--- src/rtl/pixcell_pkg.sv ---
package pixcell_pkg;
    typedef enum logic [1:0] {
        TK_IDLE = 2'd0,
        TK_OWN  = 2'd1,
        TK_PASS = 2'd2
    } tok_state_t;
endpackage

--- src/rtl/pixcell_capture.sv ---
module pixcell_capture #(
    parameter int TS_W = 5
) (
    input  logic            clk,
    input  logic            rst_n,
    input  logic            set_req,
    input  logic            clr,
    input  logic [TS_W-1:0] ts_in,
    output logic            hit_q,
    output logic [TS_W-1:0] ts_q
);
    // Single-edge sample of the Gray bus: at most one bit can be in motion.
    always_ff @(posedge clk) begin
        if (!rst_n) begin
            hit_q <= 1'b0;
            ts_q  <= '0;
        end else if (clr) begin
            hit_q <= 1'b0;
            ts_q  <= '0;
        end else if (set_req && !hit_q) begin
            hit_q <= 1'b1;
            ts_q  <= ts_in;
        end
    end
endmodule

--- src/rtl/pixcell_token.sv ---
module pixcell_token
    import pixcell_pkg::*;
(
    input  logic clk,
    input  logic rst_n,
    input  logic tok_in,
    input  logic want,
    input  logic rd_strobe,
    output logic tok_out,
    output logic rd_en,
    output logic clr
);
    tok_state_t state_q, state_d;

    always_ff @(posedge clk) begin
        if (!rst_n) state_q <= TK_IDLE;
        else        state_q <= state_d;
    end

    always_comb begin
        state_d = state_q;
        unique case (state_q)
            TK_IDLE: if (tok_in && want) state_d = TK_OWN;
            TK_OWN:  if (rd_strobe)      state_d = TK_PASS;
            TK_PASS: if (!tok_in)        state_d = TK_IDLE;
            default:                     state_d = TK_IDLE;
        endcase
    end

    always_comb begin
        tok_out = 1'b0;
        rd_en   = 1'b0;
        clr     = 1'b0;
        unique case (state_q)
            TK_IDLE: tok_out = tok_in && !want;
            TK_OWN: begin
                rd_en = 1'b1;
                clr   = rd_strobe;
            end
            TK_PASS: tok_out = tok_in;
            default: tok_out = 1'b0;
        endcase
    end
endmodule

--- src/rtl/pixel_hit_cell.sv ---
module pixel_hit_cell #(
    parameter int TS_W = 5
) (
    input  logic            clk,
    input  logic            rst_n,
    input  logic            disc_hit,
    input  logic            inject,
    input  logic            mask,
    input  logic            rd_all,
    input  logic [TS_W-1:0] ts_gray,
    input  logic            tok_in,
    input  logic            rd_strobe,
    output logic            tok_out,
    output logic            rd_en,
    output logic [TS_W-1:0] ts_out,
    output logic            hit_latched
);
    logic            hit_req;
    logic            want;
    logic            clr;
    logic            hit_q;
    logic [TS_W-1:0] ts_q;

    assign hit_req = (disc_hit || inject) && !mask;

    pixcell_capture #(.TS_W(TS_W)) u_cap (
        .clk     (clk),
        .rst_n   (rst_n),
        .set_req (hit_req),
        .clr     (clr),
        .ts_in   (ts_gray),
        .hit_q   (hit_q),
        .ts_q    (ts_q)
    );

    assign want = hit_q || rd_all;

    pixcell_token u_tok (
        .clk       (clk),
        .rst_n     (rst_n),
        .tok_in    (tok_in),
        .want      (want),
        .rd_strobe (rd_strobe),
        .tok_out   (tok_out),
        .rd_en     (rd_en),
        .clr       (clr)
    );

    assign ts_out      = rd_en ? ts_q : '0;
    assign hit_latched = hit_q;
endmodule

--- config.mk ---
export PLATFORM = sky130hd
export DESIGN_NAME = pixel_hit_cell
export DESIGN_NICKNAME = d
export VERILOG_FILES = /design/src/rtl/pixcell_pkg.sv /design/src/rtl/pixcell_capture.sv /design/src/rtl/pixcell_token.sv /design/src/rtl/pixel_hit_cell.sv
export SDC_FILE = /design/constraint.sdc
export NUM_CORES = 1
export LEC_CHECK = 0
export BUFFER_PORTS_ARGS = -buffer_cell sky130_fd_sc_hd__buf_4
export CAP_MARGIN = 25
export CORE_AREA = 8 8 45 47
export CTS_BUF_LIST = sky130_fd_sc_hd__clkbuf_4
export DETAILED_ROUTE_END_ITERATION = 12
export DIE_AREA = 0 0 53 55
export GPL_ROUTABILITY_DRIVEN = 0
export SKIP_CTS_REPAIR_TIMING = 1
export SYNTH_ARGS = -nofsm -noshare
export SYNTH_HDL_FRONTEND = slang
export SYNTH_SLANG_ARGS = --single-unit
--- constraint.sdc ---
create_clock -name clk -period 1.85 [get_ports clk]
set_input_delay 0.37 -clock clk [delete_from_list [all_inputs] [get_ports clk]]
set_output_delay 0.37 -clock clk [all_outputs]
set_load 0.02 [all_outputs]
==> results.sh <==
export IMPL_coreArea_um2=1380
export IMPL_grt_max_degree=12
export IMPL_min_path_type="in2reg"
export IMPL_p_leak_uw=0.000251
export IMPL_syn_num_nets=59
export IMPL_synth_common_cells="dfxtp_1, and2_1, o21ai_0"
export IMPL_cts_htree_levels=1
export IMPL_multi_input_area_um2=220
export IMPL_worst_slew_pin_transition_ns=0.526
export IMPL_synth_area_um2=399
export IMPL_cts_tree="yes"
export IMPL_ys_flop_type="dfxtp_1"
export IMPL_grt_pass1_wl_mm=1.47
export IMPL_pin_count=21
export IMPL_clockRootBuffer="clkbuf_4"
export IMPL_min_period_ns=1.63
export IMPL_ant_nets=0
export IMPL_drive_above_1_share_pct=37.3
export IMPL_routedWlPerCell_um=11.0
export IMPL_grt_use_met3_pct=3.48
export IMPL_io_buffers=20
export IMPL_ys_types=16
export IMPL_synth_async_sr_flop_share_pct=0
export IMPL_postLayoutCellArea_um2=573
export IMPL_timing_slew_headroom_pct=64.8
export IMPL_grt_pass1_vias=365
export IMPL_row_count=14
export IMPL_worstPathRequired_ns=1.48
export IMPL_setup_tns_ns=0
export IMPL_drt_iter0_markers=4
export IMPL_die_w_um=53
export IMPL_nNetsFinal=82
export IMPL_drt_first_pass_iters=4
export IMPL_p_per_area_nw_per_um2=692
export IMPL_route_detailed_drc=0
export IMPL_crit_start="u_tok.state_q[0]$_SDFFE_PN0P_"
export IMPL_status="finished, final reports clean"
export IMPL_routed_via_density=4.48
export IMPL_yosys_warnings=0
export IMPL_skew_ns=0.00711
export IMPL_critPathMaxFanout=6
export IMPL_synth_seq_cells=8
export IMPL_clk_transition_reported_paths_ns=0.05
export IMPL_totalWireLength_um=910
export IMPL_finish_utilization_pct=41.4
export IMPL_initial_core_util_pct=28.8
export IMPL_n_antenna_cell=0
export IMPL_fillers=143
export IMPL_cts_inserted_buffers=3
export IMPL_syn_inst=46
export IMPL_hold_viol=0
export IMPL_rsz0062_at_grt="false"
export IMPL_fp_dieH_um=55
export IMPL_cts_buffer_depth=2
export IMPL_vias=372
export IMPL_use_met2_pct=10.2
export IMPL_regArea_um2=160
export IMPL_gr_max_usage_layer="met2"
export IMPL_die_area_um2=2920
export IMPL_antenna_found_initial=0
export IMPL_synthTopCellsByArea="dfxtp_1, or3b_1, and2_1"
export IMPL_drv_cap=0
export IMPL_synth_edff_count=0
export IMPL_dpl_hpwl_um=753
export IMPL_synth_largest_area_cell="dfxtp_1"
export IMPL_end_kind="output pin"
export IMPL_syn_to_final_growth_pct=43.6
export IMPL_insertion_delay_ns=0.25
export IMPL_gr_usage_all_layers_pct=6.79
export IMPL_timing_final_crit_share_pct=88.2
export IMPL_hold_start="rst_n"
export IMPL_yosys_area_top_type_share_pct=40.1
export IMPL_cts_sinks=8
export IMPL_fmax_mhz=613
export IMPL_final_setup_viol_count=0
export IMPL_grt_ovfl_total=0
export IMPL_cp_start_kind="flop"
export IMPL_arrival_ns=1.26
export IMPL_grt_util_met1_pct=7.18
export IMPL_path_class="reg2out"
export IMPL_rr_startpoint="u_cap.hit_q$_SDFFE_PP0P_"
export IMPL_irDropWorstVdd_mv=0.244
export IMPL_yosys_cell_count_top_type="dfxtp_1"
export IMPL_avgSynthCellArea_um2=8.68
export IMPL_finalMaxSlewViolations=0
export IMPL_placedInstanceArea_um2=551
export IMPL_synth_seq_area_share_pct=40.1
==> critical path, cell delays in order (launching register included) <==
cell and delay, ns:
dfxtp_1 0.38, nor2b_1 0.31, and2_1 0.18, buf_4 0.14
==> kinds of logic after synthesis <==
family | share of synthesized area, %
simple gates | 34.8
compound gates | 17.6
flops | 40.1
buf+inv | 4.70
mux | 2.82
==> state kept, by name, summed over array words and instances, names as in the netlist <==
register,cells
u_tok.state_q,2
u_cap.ts_q,5
u_cap.hit_q,1
==> routing by layer <==
metal	vias up	wire [um]
met5	-	0
met4	0	17
met3	2	126
met2	15	383
met1	151	383
li1	204	-
==> path summary, 6_finish.rpt <==
kind                                   endpoint  slack (ns)  depth (start not counted)
setup / recovery                      ts_out[0]        0.22                          3
hold / removal    u_tok.state_q[1]$_SDFFE_PN0P_        0.34                          2
setup reg to reg     u_cap.ts_q[1]$_SDFFE_PP0P_        0.61                          3
hold reg to reg      u_cap.ts_q[0]$_SDFFE_PP0P_        0.47                          2
==> through the flow <==
stage | hold slack (ns) | total power [uW] | setup slack, ns | std cells
after CTS | 0.340 | 404 | 0.201 | 83
after detailed placement | 0.464 | 272 | 0.465 | 80
after global placement | 0.457 | 271 | 0.491 | 80
final | 0.340 | 396 | 0.219 | 83
after global routing | 0.347 | 421 | 0.114 | 83
after floorplan | 0.449 | 238 | 0.357 | 46
==> area by class of cell <==
class	instances	share of cell area (%)
timing repair buffer	20	26.2
sequential	8	27.9
tap	16	3.49
clock buffer	3	3.93
multi-input combinational	36	38.4
==> cell usage in the layout (no fill, tap or decap), drive strengths merged <==
cell type	count
buf	20
dfxtp	8
o21ai	7
and2	6
or3b	5
a21oi	5
nor2	4
clkbuf	3
nor3b	2
nand2	2
nor2b	1
nand3b	1
or2	1
o21ba	1
mux2	1
==> where the power goes <==
group          internal (uW)  switching (uW)
Combinational           42.2            34.7
Sequential               183            6.61
Clock                   74.0            55.7
Total                    299            97.0
Note: power is estimated with default switching activity, not from simulation.
